[config.mk]
export PLATFORM = sky130hd
export DESIGN_NAME = flash_erase_seq
export DESIGN_NICKNAME = d
export VERILOG_FILES = /design/src/rtl/flash_erase_seq.sv
export SDC_FILE = /design/constraint.sdc
export NUM_CORES = 1
export LEC_CHECK = 0
export BUFFER_PORTS_ARGS = -buffer_cell sky130_fd_sc_hd__buf_2
export CAP_MARGIN = 5
export CORE_UTILIZATION = 25
export CTS_CLUSTER_SIZE = 28
export DETAILED_ROUTE_END_ITERATION = 10
export GPL_TIMING_DRIVEN = 1
export SYNTH_ARGS = -nofsm -noshare
export SYNTH_HDL_FRONTEND = slang
export SYNTH_SLANG_ARGS = --single-unit
[constraint.sdc]
create_clock -name clk -period 2.3 [get_ports clk]
set_input_delay 0.115 -clock clk [delete_from_list [all_inputs] [get_ports clk]]
set_output_delay 0.115 -clock clk [all_outputs]
set_load 0.02 [all_outputs]
[src/rtl/flash_erase_seq.sv]
module flash_erase_seq #(
  parameter int CLK_HZ = 1_000_000,
  parameter int ADDR_W = 10,
  parameter int VEC_BYTES = 48,
  parameter logic [7:0] PROT_VAL = 8'hFE
) (
  input  logic              clk,
  input  logic              rst_n,
  input  logic              reg_wr,
  input  logic              reg_rd,
  input  logic              reg_sel,
  input  logic [4:0]        reg_wdata,
  output logic [7:0]        reg_rdata,
  input  logic              arr_wr,
  input  logic              arr_rd,
  input  logic [ADDR_W-1:0] arr_addr,
  output logic [7:0]        arr_rdata,
  output logic              rd_blocked,
  output logic              busy,
  output logic              seq_err,
  output logic              erase_strobe
);

  localparam int DEPTH    = 1 << ADDR_W;
  localparam int NVS      = (CLK_HZ + 99_999) / 100_000;
  localparam int ERS_S    = (CLK_HZ + 999) / 1000;
  localparam int ERS_L    = 4 * ERS_S;
  localparam int NVH      = (CLK_HZ + 199_999) / 200_000;
  localparam int RCV      = (CLK_HZ + 999_999) / 1_000_000;
  localparam int CW       = $clog2(ERS_L + 1) + 1;
  localparam logic [ADDR_W-1:0] VB = ADDR_W'(DEPTH - VEC_BYTES);
  localparam logic [CW-1:0] NVS_C = CW'(NVS);
  localparam logic [CW-1:0] ERSS_C = CW'(ERS_S);
  localparam logic [CW-1:0] ERSL_C = CW'(ERS_L);
  localparam logic [CW-1:0] NVH_C = CW'(NVH);
  localparam logic [CW-1:0] RCV_C = CW'(RCV);

  typedef enum logic [2:0] {S_IDLE, S_ARMED, S_PROT, S_LATCH, S_HVON, S_EOFF, S_RECOV} st_t;

  st_t st;
  logic pgm_q, erase_q, mass_q, hven_q, long_q;
  logic abort_q;
  logic [CW-1:0] cnt;
  logic [ADDR_W-1:0] la;
  logic [7:0] mem [DEPTH];

  wire ctrl_wr = reg_wr & ~reg_sel;
  wire prot_rd = reg_rd & reg_sel;
  wire both    = reg_wdata[0] & reg_wdata[1];
  wire pgm_n   = ctrl_wr ? (both ? pgm_q : reg_wdata[0]) : pgm_q;
  wire erase_n = ctrl_wr ? (both ? erase_q : reg_wdata[1]) : erase_q;
  wire hven_n  = ctrl_wr ? reg_wdata[3] : hven_q;
  wire erase_rise = ~erase_q & erase_n;
  wire erase_fall = erase_q & ~erase_n;
  wire hven_rise  = ~hven_q & hven_n;
  wire hven_fall  = hven_q & ~hven_n;
  wire [CW-1:0] ers_need = long_q ? ERSL_C : ERSS_C;

  assign busy       = (st == S_HVON) || (st == S_EOFF) || (st == S_RECOV);
  assign reg_rdata  = reg_sel ? PROT_VAL : {3'b000, long_q, hven_q, mass_q, erase_q, pgm_q};
  assign arr_rdata  = busy ? 8'hFF : mem[arr_addr];
  assign rd_blocked = arr_rd & busy;

  always_ff @(posedge clk or negedge rst_n) begin
    if (!rst_n) begin
      {pgm_q, erase_q, mass_q, hven_q, long_q} <= '0;
    end else if (ctrl_wr) begin
      pgm_q   <= pgm_n;
      erase_q <= erase_n;
      mass_q  <= reg_wdata[2];
      hven_q  <= reg_wdata[3];
      long_q  <= reg_wdata[4];
    end
  end

  always_ff @(posedge clk or negedge rst_n) begin
    if (!rst_n) begin
      st <= S_IDLE;
      cnt <= '0;
      la <= '0;
      abort_q <= 1'b0;
      seq_err <= 1'b0;
      erase_strobe <= 1'b0;
    end else begin
      erase_strobe <= 1'b0;
      if (cnt != '1) cnt <= cnt + 1'b1;
      unique case (st)
        S_IDLE, S_ARMED, S_PROT: begin
          if (hven_rise) begin
            seq_err <= 1'b1;
            abort_q <= 1'b1;
            st <= S_HVON;
            cnt <= CW'(1);
          end else if (st == S_IDLE) begin
            if (erase_rise) st <= S_ARMED;
          end else if (!erase_n) begin
            st <= S_IDLE;
          end else if (st == S_ARMED && prot_rd) begin
            st <= S_PROT;
          end else if (st == S_PROT && arr_wr) begin
            la <= arr_addr;
            st <= S_LATCH;
            cnt <= CW'(1);
          end
        end
        S_LATCH: begin
          if (hven_rise) begin
            if (cnt < NVS_C) begin
              seq_err <= 1'b1;
              abort_q <= 1'b1;
            end
            st <= S_HVON;
            cnt <= CW'(1);
          end else if (!erase_n) begin
            st <= S_IDLE;
          end
        end
        S_HVON: begin
          if (hven_fall) begin
            seq_err <= 1'b1;
            abort_q <= 1'b1;
            st <= S_RECOV;
            cnt <= CW'(1);
          end else if (erase_fall) begin
            if (cnt < ers_need) seq_err <= 1'b1;
            else if (!abort_q) erase_strobe <= 1'b1;
            st <= S_EOFF;
            cnt <= CW'(1);
          end
        end
        S_EOFF: begin
          if (hven_fall) begin
            if (cnt < NVH_C) seq_err <= 1'b1;
            st <= S_RECOV;
            cnt <= CW'(1);
          end
        end
        S_RECOV: begin
          if (cnt >= RCV_C) begin
            st <= S_IDLE;
            abort_q <= 1'b0;
          end
        end
        default: st <= S_IDLE;
      endcase
    end
  end

  function automatic logic in_page(input logic [ADDR_W-1:0] a, input logic [ADDR_W-1:0] l);
    logic av, lv;
    av = a >= VB;
    lv = l >= VB;
    return lv ? av : (!av && a[ADDR_W-1:6] == l[ADDR_W-1:6]);
  endfunction

  always_ff @(posedge clk or negedge rst_n) begin
    if (!rst_n) begin
      for (int i = 0; i < DEPTH; i++) mem[i] <= {1'b0, 7'(i)};
    end else if (erase_strobe) begin
      for (int i = 0; i < DEPTH; i++)
        if (mass_q || in_page(ADDR_W'(i), la)) mem[i] <= 8'hFF;
    end
  end

  p_interlock_r3: assert property (@(posedge clk) disable iff (!rst_n) !(pgm_q && erase_q));
  p_err_sticky_r13: assert property (@(posedge clk) disable iff (!rst_n) seq_err |=> seq_err);
  p_strobe_phase_r8: assert property (@(posedge clk) disable iff (!rst_n) erase_strobe |-> (busy && !erase_q));
  p_strobe_pulse_r8: assert property (@(posedge clk) disable iff (!rst_n) erase_strobe |=> !erase_strobe);
  p_read_block_r11: assert property (@(posedge clk) disable iff (!rst_n)
    (arr_rd && busy) |-> (rd_blocked && arr_rdata == 8'hFF));
  p_busy_after_hv_r11: assert property (@(posedge clk) disable iff (!rst_n) $rose(hven_q) |-> busy);

endmodule

==> results.md, run 1 <==
- PortBufs: between 40 and 50
- Initial antenna violation count: 0
- Post-synthesis compound-gate area fraction: 0.127
- Clock Tree Buf Depth: 2
- Root Buffer: clkbuf_16
- Ys flop type: dfrtp_1
- Main combinational cell family by area after synthesis: simple AND/OR/NAND/NOR gates
- Util after Layout: 0.306
- Initial Util: 0.261
- CTS buffer count: 5
- Vias after detailed routing: 2337
- Setup TNS: 0 ns
- Adder-cell share of the synthesized area: 0.0217
- Req. time, crit path: between 2 and 2.5 ns
- Max incr delay on CP: between 0.4 and 0.5 ns
- Status: finished clean
- Total GRT Usage: 0.114
- Multiplexer share of the synthesized area: 0.0838
- Synth Area in XOR/XNOR: 0.0243
- Post-synth EDFFs: 0
- Area growth syn-to-layout: 17.4%
- Hold WC Path Type: in2reg
- CTS tree: built
- Most common cell in the netlist: dfrtp_1
- Critical path launch point type: flop
- GR Util met2: 0.188
- H-Tree Depth: 2
- DR iter-0 viols: 149
- Syn nets: around 330
- Max-slew violations: 0
- Final min period: roughly 2.2 ns
- Async S/R FF share, synth: 1.00
- Via density: 4.87
- GR peak layer: met2
- Largest delay share family, worst path: simple AND/OR/NAND/NOR gates
- Antenna Cells: 0
- # DRC: 0
- Final setup viols: 0
- Clock sink count: 47
- Synth unique cells: 56
- Clk Latency, worst-skew pair: between 0.2 and 0.3 ns
- TritonRoute pass-1 iters: 4
- Fin. Hold Viols: 0
- WL/cell: between 10 and 15 um
- Post-Route WL: 6470 um
- Post-route ant nets: 0
- CP Cell Sequence: mux4_2, nor2b_1, o21ai_0, or3b_1, buf_2
- Worst reg-to-reg setup slack: 0.41 ns
- Share of cells above drive strength 1: 0.238
- Rel. slew slack: 0.586
- Die area: about 0.012 mm^2
- Largest area contributor in the netlist: dfrtp_1
- Clk_skew: 0.00597 ns
- Top cell type's share of synthesized area: 0.408
- Core area: 0.0110 mm^2
- Die Span X: 109 um
- WP data arrival: 2.09 ns
- Synth Area in Simple Gates: 0.294
- Fmax achieved: ~450 MHz
- Grt ovf: 0
- Worst-path clk slew: roughly 0.060 ns
- Setup CP Type: reg2out
- Seq/Total Area, Yosys: 0.408
- First-pass GRT wire length: between 10000 and 15000 um
- CP Buf/Inv Count: 1
- Nets: around 370
- HPWL Detailed: roughly 4900 um
- Most frequent cells after synthesis: 47 x dfrtp_1, 36 x nor2_1, 30 x o21ai_0
- Max-cap violations: 0
- Worst-margin pin slew: around 0.62 ns
- I/O pin count: 42
- Gpl congestion: 0.869
- Synth top area cells: dfrtp_1 41%, nand2b_1 5.6%, o21ai_0 5.2%
- Power Dens Cells: about 900 mW/mm^2
- Slowest CP cell: mux4_2
- Largest net degree at the start of global routing: 31
- Syn_area_per_cell: roughly 9.5 um^2
- Vias in the first global route: around 2200
- Rows: 38
- Yosys warnings: 0
- CP Max Fanout: 3
- Die Ht: 109 um
- Critical path capture point type: output pin
- Leakage: 1.54 nW
- Cells after synthesis: 304
- GR Util met1: 0.145
- Maximum vdd drop: 347 uV
- Mapped Area: 0.00288 mm^2
- Yosys reg bits: 47
- Tcrit/Tclk final: 0.958
- Unrepaired setup endpoints after global routing: false
- GR met3 Demand/Resource: 0.0308
==> cells in the final DEF (no fill, tap or decap), types with 4 or more instances in the layout <==
cell       count
ha_1           5
nand3_1        5
mux2_2         8
nand2b_1      26
clkbuf_16      5
nor2_1        36
inv_1          9
nor3_1        14
dfrtp_1       47
xnor2_1        6
buf_2         41
nor4_1         8
or2_2          4
o21ai_0       30
mux2i_1        5
nor2b_1        4
nand2_1       19
a21oi_1       10
nand4_1        4
==> sequential cells by signal (all words and copies together) (netlist names) <==
signal,flops
pgm_q,1
mass_q,1
la,6
abort_q,1
hven_q,1
long_q,1
erase_strobe,1
st,3
mem,17
seq_err,1
erase_q,1
cnt,13
==> area by class of cell <==
| class | instances | area, um^2 |
|---|---|---|
| Timing Repair Buffer | 43 | 223 |
| Tap cell | 140 | 175 |
| Clock inverter | 2 | 38.8 |
| Sequential cell | 47 | 1180 |
| Inverter | 9 | 33.8 |
| Fill cell | 1170 | 7650 |
| Multi-Input combinational cell | 233 | 1600 |
| Clock buffer | 6 | 139 |
==> path summary, 6_finish.rpt <==
path / start / to / cells past startpoint
min in group asynchronous: rst_n / mem[1144] / 2
worst min register to register: mem[6424] / mem[6424] / 1
max in group asynchronous: rst_n / cnt[10] / 3
worst max-delay path: mem[2616] / arr_rdata[5] / 5
worst max register to register: cnt[8] / abort_q / 5
worst min-delay path: reg_wdata[2] / mass_q / 3
==> where the power goes <==
part	internal, mW	leakage, nW	switching, mW	total [mW]
combinational	0.420	0.833	0.595	1.01
clock	0.547	0.0875	0.319	0.866
sequential	0.956	0.620	0.230	1.19
==> per-stage QoR <==
step,instances,total power [mW],cell area (um^2),hold WS [ns],worst slack [ns]
finish,480,3.07,3380,0.0205,0.0961
global route,480,3.29,3380,0.0378,0.0125
CTS,480,3.09,3370,0.0133,0.0989
detailed placement,471,2.21,3180,0.0708,0.361
global placement,471,2.19,3180,0.0702,0.473
floorplan,304,1.93,2880,-0.181,0.576
==> layer usage <==
metal / routed length [um] / vias to the layer above
met3: 252 / 11
li1: - / 1163
met1: 3070 / 1112
met2: 3070 / 51
met5: 0 / -
met4: 87 / 0
==> kinds of logic after synthesis <==
kind of cell | Yosys count
and+or+nand+nor | 144
AOI/OAI and AO/OA | 59
muxes | 17
adders and majority gates | 5
xor gates and xnor gates | 8
buffers and inverters | 24
DFF | 47
==> tightest hold or removal path, cell delays in order <==
cell	delay [ns]
buf_2	0.08
nand2_1	0.04
nand2_1	0.05
==> what timing repair did <==
action / CTS / global route
buffers inserted: 0 / 0
endpoints found under the setup margin: 0 / 1
resized for setup: 0 / 1
hold buffers: 1 / 0
endpoints found under the hold margin: 17 / 0
Note: power is estimated with default switching activity, not from simulation.
==> run 2, diff against run 1 <==
--- a/config.mk
+++ b/config.mk
@@ -7,10 +7,13 @@
 export LEC_CHECK = 0
 export BUFFER_PORTS_ARGS = -buffer_cell sky130_fd_sc_hd__buf_2
 export CAP_MARGIN = 5
+export CELL_PAD_IN_SITES_DETAIL_PLACEMENT = 1
+export CELL_PAD_IN_SITES_GLOBAL_PLACEMENT = 1
 export CORE_UTILIZATION = 25
 export CTS_CLUSTER_SIZE = 28
 export DETAILED_ROUTE_END_ITERATION = 10
 export GPL_TIMING_DRIVEN = 1
+export PLACE_DENSITY_LB_ADDON = 0.1
 export SYNTH_ARGS = -nofsm -noshare
 export SYNTH_HDL_FRONTEND = slang
 export SYNTH_SLANG_ARGS = --single-unit
==> results.md, run 2 (synthesis gave the netlist of run 1 again) <==
- Max incr delay on CP: 0.54 ns (was 0.45 ns)
- Tcrit/Tclk final: 0.937 (was 0.958)
- CP Max Fanout: 2 (was 3)
- Pre-CTS setup slack: 0.358 ns (was 0.361 ns)
- Setup CP Type: reg2out (unchanged)
- Hold Path End: mass_q (unchanged)
- First-pass GRT wire length: 12700 um (was 10600 um)
- PortBufs: 41 (unchanged)
- CTS tree: built (unchanged)
- Slowest CP cell: mux4_1 (was mux4_2)
- Biggest register: mem (unchanged)
- Fin. Hold Viols: 0 (unchanged)
- Leakage: 1.54 nW (about the same)
- Hold WC Path Type: in2reg (unchanged)
- GR Util met1: 0.179 (was 0.145)
- Rel. slew slack: 0.503 (was 0.586)
- Gpl congestion: 0.753 (was 0.869)
- Fin worst setup slack: 0.145 ns (was 0.0961 ns)
- # DRC: 0 (unchanged)
- Most frequent cells in the layout: 46 x dfrtp_1, 41 x buf_2, 36 x nor2_1 (was 47 x dfrtp_1, 41 x buf_2, 36 x nor2_1)
- WL/cell: 15.8 um (was 13.5 um)
- WP data arrival: 2.04 ns (was 2.09 ns)
- Commonest non-fill, non-tap cell in the layout: dfrtp_1 (unchanged)
- Placed inst area: 0.00322 mm^2 (was 0.00318 mm^2)
- TritonRoute pass-1 iters: 4 (unchanged)
- PnR Total Power: 3.02 mW (was 3.07 mW)
- Worst Hold Margin: 0.00981 ns (was 0.0205 ns)
- Maximum vdd drop: 287 uV (was 347 uV)
- DR iter-0 viols: 64 (was 149)
- Grt ovf: 0 (unchanged)
- Initial Util: 0.261 (unchanged)
- Max-cap violations: 0 (unchanged)
- Hold Startpoint: reg_wdata[2] (unchanged)
- Status: finished clean (unchanged)
- Core area: 0.0110 mm^2 (unchanged)
- CP Cell Sequence: mux4_1, mux2i_1, o21ai_1, or3b_1, buf_2 (was mux4_2, nor2b_1, o21ai_0, or3b_1, buf_2)
- Area growth syn-to-layout: 17.6% (was 17.4%)
- Clk_skew: 0.00800 ns (was 0.00597 ns)
- Largest delay share family, worst path: multiplexers (was simple AND/OR/NAND/NOR gates)
- Clock Tree Buf Depth: 2 (unchanged)
- Final setup viols: 0 (unchanged)
- Reg2reg path depth: 5 (unchanged)
- Die Ht: 109 um (unchanged)
- Hold Path Depth: 3 (unchanged)
- Share of cells above drive strength 1: 0.252 (was 0.238)
- I/O pin count: 42 (unchanged)
- Power Dens Cells: 893 mW/mm^2 (was 907 mW/mm^2)
- Largest register FFs: 17 (unchanged)
- Largest net degree at the start of global routing: 32 (was 31)
- Critical path capture point type: output pin (unchanged)
- Post-route ant nets: 0 (unchanged)
- Max-slew violations: 0 (unchanged)
- Nets: 371 (was 366)
- RR Startpoint: cnt[8] (unchanged)
- Unrepaired setup endpoints after global routing: false (unchanged)
- GR met3 Demand/Resource: 0.0237 (was 0.0308)
- Clock sink count: 47 (unchanged)
- Fin area: 0.00339 mm^2 (was 0.00338 mm^2)
- Root Buffer: clkbuf_16 (unchanged)
- Final min period: 2.15 ns (was 2.20 ns)
- CTS buffer count: 5 (unchanged)
- Die Span X: 109 um (unchanged)
- Post-Route WL: 7660 um (was 6470 um)
- Rows: 38 (unchanged)
- Setup TNS: 0 ns (unchanged)
- CP Buf/Inv Count: 1 (unchanged)
- GR peak layer: met2 (unchanged)
- Antenna Cells: 0 (unchanged)
- Worst-margin pin slew: 0.746 ns (was 0.616 ns)
- Post-route insts no fill: 485 (was 480)
- Critical path launch point type: flop (unchanged)
- Via density: 4.86 (was 4.87)
- Clk Latency, worst-skew pair: 0.29 ns (about the same)
- Top flop regs: mem x17, cnt x13, la x6 (unchanged)
- Vias after detailed routing: 2358 (was 2337)
- Die area: 0.0120 mm^2 (unchanged)
- Util after Layout: 0.307 (was 0.306)
- Capture point of the worst reg-to-reg path: abort_q (unchanged)
- H-Tree Depth: 2 (unchanged)
- GR Util met2: 0.236 (was 0.188)
- Worst-path clk slew: 0.07 ns (was 0.06 ns)
- Total GRT Usage: 0.138 (was 0.114)
- Vias in the first global route: 2371 (was 2213)
- Initial antenna violation count: 0 (unchanged)
- Fmax achieved: 464 MHz (was 454 MHz)
- Req. time, crit path: 2.18 ns (about the same)
- HPWL Detailed: 5720 um (was 4890 um)
- Placed Cells: 476 (was 471)
- Worst reg-to-reg setup slack: 0.40 ns (was 0.41 ns)
[run 2: cell count changes in the layout (fill, tap and decap cells not counted), sizes merged]
cell      change
clkbuf        -1
buf           +5
clkinv        +1
inv           -1
bufinv        -1
clkinvlp      +2
[run 2: final cells by class]
cell class,count,area [um^2]
Fill cell,1307,7640
Clock buffer,5,125
Timing Repair Buffer,48,260
Inverter,9,33.8
Tap cell,140,175
Sequential cell,47,1180
Clock inverter,3,20.0
Multi-Input combinational cell,233,1600
[run 2: how the worst max path moves through the flow]
stage                            from      endpoint  slack (ns)  depth (start not counted)
after floorplan                cnt[5]       abort_q        0.58                          6
after global placement    arr_addr[7]  arr_rdata[5]        0.40                          6
after detailed placement  arr_addr[7]  arr_rdata[4]        0.36                          6
after CTS                   mem[6424]  arr_rdata[4]        0.10                          5
after global routing        mem[7153]  arr_rdata[4]       0.007                          5
final                       mem[7153]  arr_rdata[5]        0.15                          5
[run 2: routing by layer]
layer	vias up	wire length, um
met5	-	0
met4	0	68
met3	4	249
met2	43	3720
met1	1148	3620
li1	1163	-
[run 2: timing repair]
action | CTS | global route
hold buffers | 1 | 0
gates resized for setup | 0 | 2
setup endpoints to repair | 0 | 5
hold endpoints to repair | 29 | 0
buffers inserted | 0 | 0
[run 2: worst reg2reg max path: stages, from the launching register on]
cell and delay [ns]:
dfrtp_1 0.43, nor4_2 0.42, nand4_1 0.13, o21ai_1 0.17
nor4bb_1 0.26, mux2_2 0.37
[run 2: report_power, final]
part           total, mW  internal, mW  switching (mW)
Clock              0.736         0.401           0.335
Sequential          1.20         0.957           0.242
Combinational       1.09         0.448           0.641
==> run 3, diff against run 2 <==
--- a/config.mk
+++ b/config.mk
@@ -9,6 +9,7 @@
 export CAP_MARGIN = 5
 export CELL_PAD_IN_SITES_DETAIL_PLACEMENT = 1
 export CELL_PAD_IN_SITES_GLOBAL_PLACEMENT = 1
+export CORE_ASPECT_RATIO = 1.75
 export CORE_UTILIZATION = 25
 export CTS_CLUSTER_SIZE = 28
 export DETAILED_ROUTE_END_ITERATION = 10
==> results.md, run 3 (synthesis gave the netlist of run 1 again) <==
- Share of cells above drive strength 1: 0.247 (was 0.252)
- Die Ht: 144 um (was 109 um)
- CTS buffer count: 5 (unchanged)
- Fin. Hold Viols: 0 (unchanged)
- HPWL Detailed: 6490 um (was 5720 um)
- Post-route ant nets: 0 (unchanged)
- CP Buf/Inv Count: 1 (unchanged)
- Fin worst setup slack: 0.160 ns (was 0.145 ns)
- Area growth syn-to-layout: 18.3% (was 17.6%)
- CP Max Fanout: 2 (unchanged)
- Leakage: 1.56 nW (was 1.54 nW)
- Pre-CTS setup slack: 0.310 ns (was 0.358 ns)
- Largest net degree at the start of global routing: 40 (was 32)
- Core area: 0.0112 mm^2 (was 0.0110 mm^2)
- Power Dens Cells: 917 mW/mm^2 (was 893 mW/mm^2)
- Setup bufs post-CTS: 0 (unchanged)
- Vias after detailed routing: 2385 (was 2358)
- CTS tree: built (unchanged)
- Hold Path End: mass_q (unchanged)
- Clock Tree Buf Depth: 2 (unchanged)
- Critical path launch point type: flop (unchanged)
- Nets: 370 (was 371)
- Clk_skew: 0.0101 ns (was 0.00800 ns)
- Hold WC Path Type: in2reg (unchanged)
- Setup CP Type: reg2out (unchanged)
- Req. time, crit path: 2.18 ns (about the same)
- Largest register FFs: 17 (unchanged)
- CP Cell Sequence: mux4_1, mux2i_1, o21ai_1, or3b_1, buf_2 (unchanged)
- Root Buffer: clkbuf_16 (unchanged)
- Gpl congestion: 0.806 (was 0.753)
- Hold Path Depth: 3 (unchanged)
- WL/cell: 17.7 um (was 15.8 um)
- Antenna Cells: 0 (unchanged)
- Largest delay share family, worst path: multiplexers (unchanged)
- Filler Cell Count: 1300 (was 1307)
- PortBufs: 41 (unchanged)
- FF+latch area: 0.00118 mm^2 (about the same)
- I/O pin count: 42 (unchanged)
- Hold Startpoint: reg_wdata[2] (unchanged)
- TritonRoute pass-1 iters: 4 (unchanged)
- Worst-path clk slew: 0.07 ns (about the same)
- Max-cap violations: 0 (unchanged)
- Grt ovf: 0 (unchanged)
- Fmax achieved: 467 MHz (was 464 MHz)
- Biggest register: mem (unchanged)
- Die Span X: 83.1 um (was 109 um)
- WP data arrival: 2.03 ns (was 2.04 ns)
- RR Startpoint: cnt[8] (unchanged)
- Status: finished clean (unchanged)
- Die area: 0.0120 mm^2 (about the same)
- Max incr delay on CP: 0.54 ns (about the same)
- Tcrit/Tclk final: 0.931 (was 0.937)
- Capture point of the worst reg-to-reg path: abort_q (unchanged)
- Vias in the first global route: 2560 (was 2371)
- Initial antenna violation count: 0 (unchanged)
- Worst-margin pin slew: 0.567 ns (was 0.746 ns)
- Clock sink count: 47 (unchanged)
- Most frequent cells in the layout: 47 x dfrtp_1, 41 x buf_2, 36 x nor2_1 (was 46 x dfrtp_1, 41 x buf_2, 36 x nor2_1)
- Commonest non-fill, non-tap cell in the layout: dfrtp_1 (unchanged)
- Maximum vdd drop: 412 uV (was 287 uV)
- Final setup viols: 0 (unchanged)
- Setup TNS: 0 ns (unchanged)
- Area of the multi-input gates: 0.00160 mm^2 (unchanged)
- Rows: 51 (was 38)
- Reg2reg path depth: 5 (unchanged)
- Top flop regs: mem x17, cnt x13, la x6 (unchanged)
- DR iter-0 viols: 55 (was 64)
- H-Tree Depth: 2 (unchanged)
- Rel. slew slack: 0.619 (was 0.503)
- Final min period: 2.14 ns (was 2.15 ns)
- Setup crit start: mem[4614] (was mem[7153])
- Unrepaired setup endpoints after global routing: false (unchanged)
- Slowest CP cell: mux4_1 (unchanged)
- First-pass GRT wire length: 13700 um (was 12700 um)
- # DRC: 0 (unchanged)
- Initial Util: 0.258 (was 0.261)
- Post-Route WL: 8400 um (was 7660 um)
- Clk Latency, worst-skew pair: 0.29 ns (about the same)
- Max-slew violations: 0 (unchanged)
- Worst reg-to-reg setup slack: 0.30 ns (was 0.40 ns)
- Via density: 5.01 (was 4.86)
- Total GRT Usage: 0.148 (was 0.138)
- Critical path capture point type: output pin (unchanged)
## run 3: final cells by class
type,count,share of cell area
clock buffer,5,0.0367
inverter,9,0.00992
clock inverter,3,0.0136
timing repair buffer,47,0.0779
multi-input combinational,233,0.468
sequential,47,0.345
tap,132,0.0485
## run 3: worst min-delay path, stage by stage
cell and delay [ns]:
buf_2 0.08, nand2_1 0.04, nand2_1 0.05
## run 3: what timing repair did
item | 4_1_cts | 5_1_grt
endpoints found under the hold margin | 8 | 0
resized for setup | 0 | 1
hold buffers | 1 | 0
setup endpoints to repair | 0 | 5
## run 3: routing by layer
metal  up-vias  global-route usage  wire length [um]
li1       1168                   -                 -
met1      1170               0.150              3220
met2        39               0.308              4900
met3         8              0.0148               155
met4         0              0.0481               135
met5         -                   0                 0
## run 3: per-stage QoR
stage	cells	hold slack, ns	utilization	area, um^2	power (mW)
after floorplan	304	-0.181	-	2880	1.93
after global placement	467	0.00101	0.288	3220	2.31
after detailed placement	467	0.00125	0.288	3220	2.30
after CTS	476	0.0158	0.304	3400	3.19
after global routing	476	0.0372	0.305	3410	3.35
final	476	0.0217	0.305	3410	3.13
## run 3: power by group
part | total [mW] | internal, mW | leakage (nW) | switching (mW)
sequential | 1.20 | 0.955 | 0.620 | 0.240
combinational | 1.07 | 0.448 | 0.856 | 0.625
clock | 0.858 | 0.517 | 0.0804 | 0.340
total | 3.13 | 1.92 | 1.56 | 1.21
## run 3: worst max path at each step
stage	endpoint	slack, ns	cells past startpoint
6_report	arr_rdata[4]	0.16	5
5_1_grt	arr_rdata[2]	0.02	6
4_1_cts	arr_rdata[2]	0.09	6
3_5_place_dp	abort_q	0.31	5
3_3_place_gp	arr_rdata[1]	0.33	7
2_1_floorplan	abort_q	0.58	6
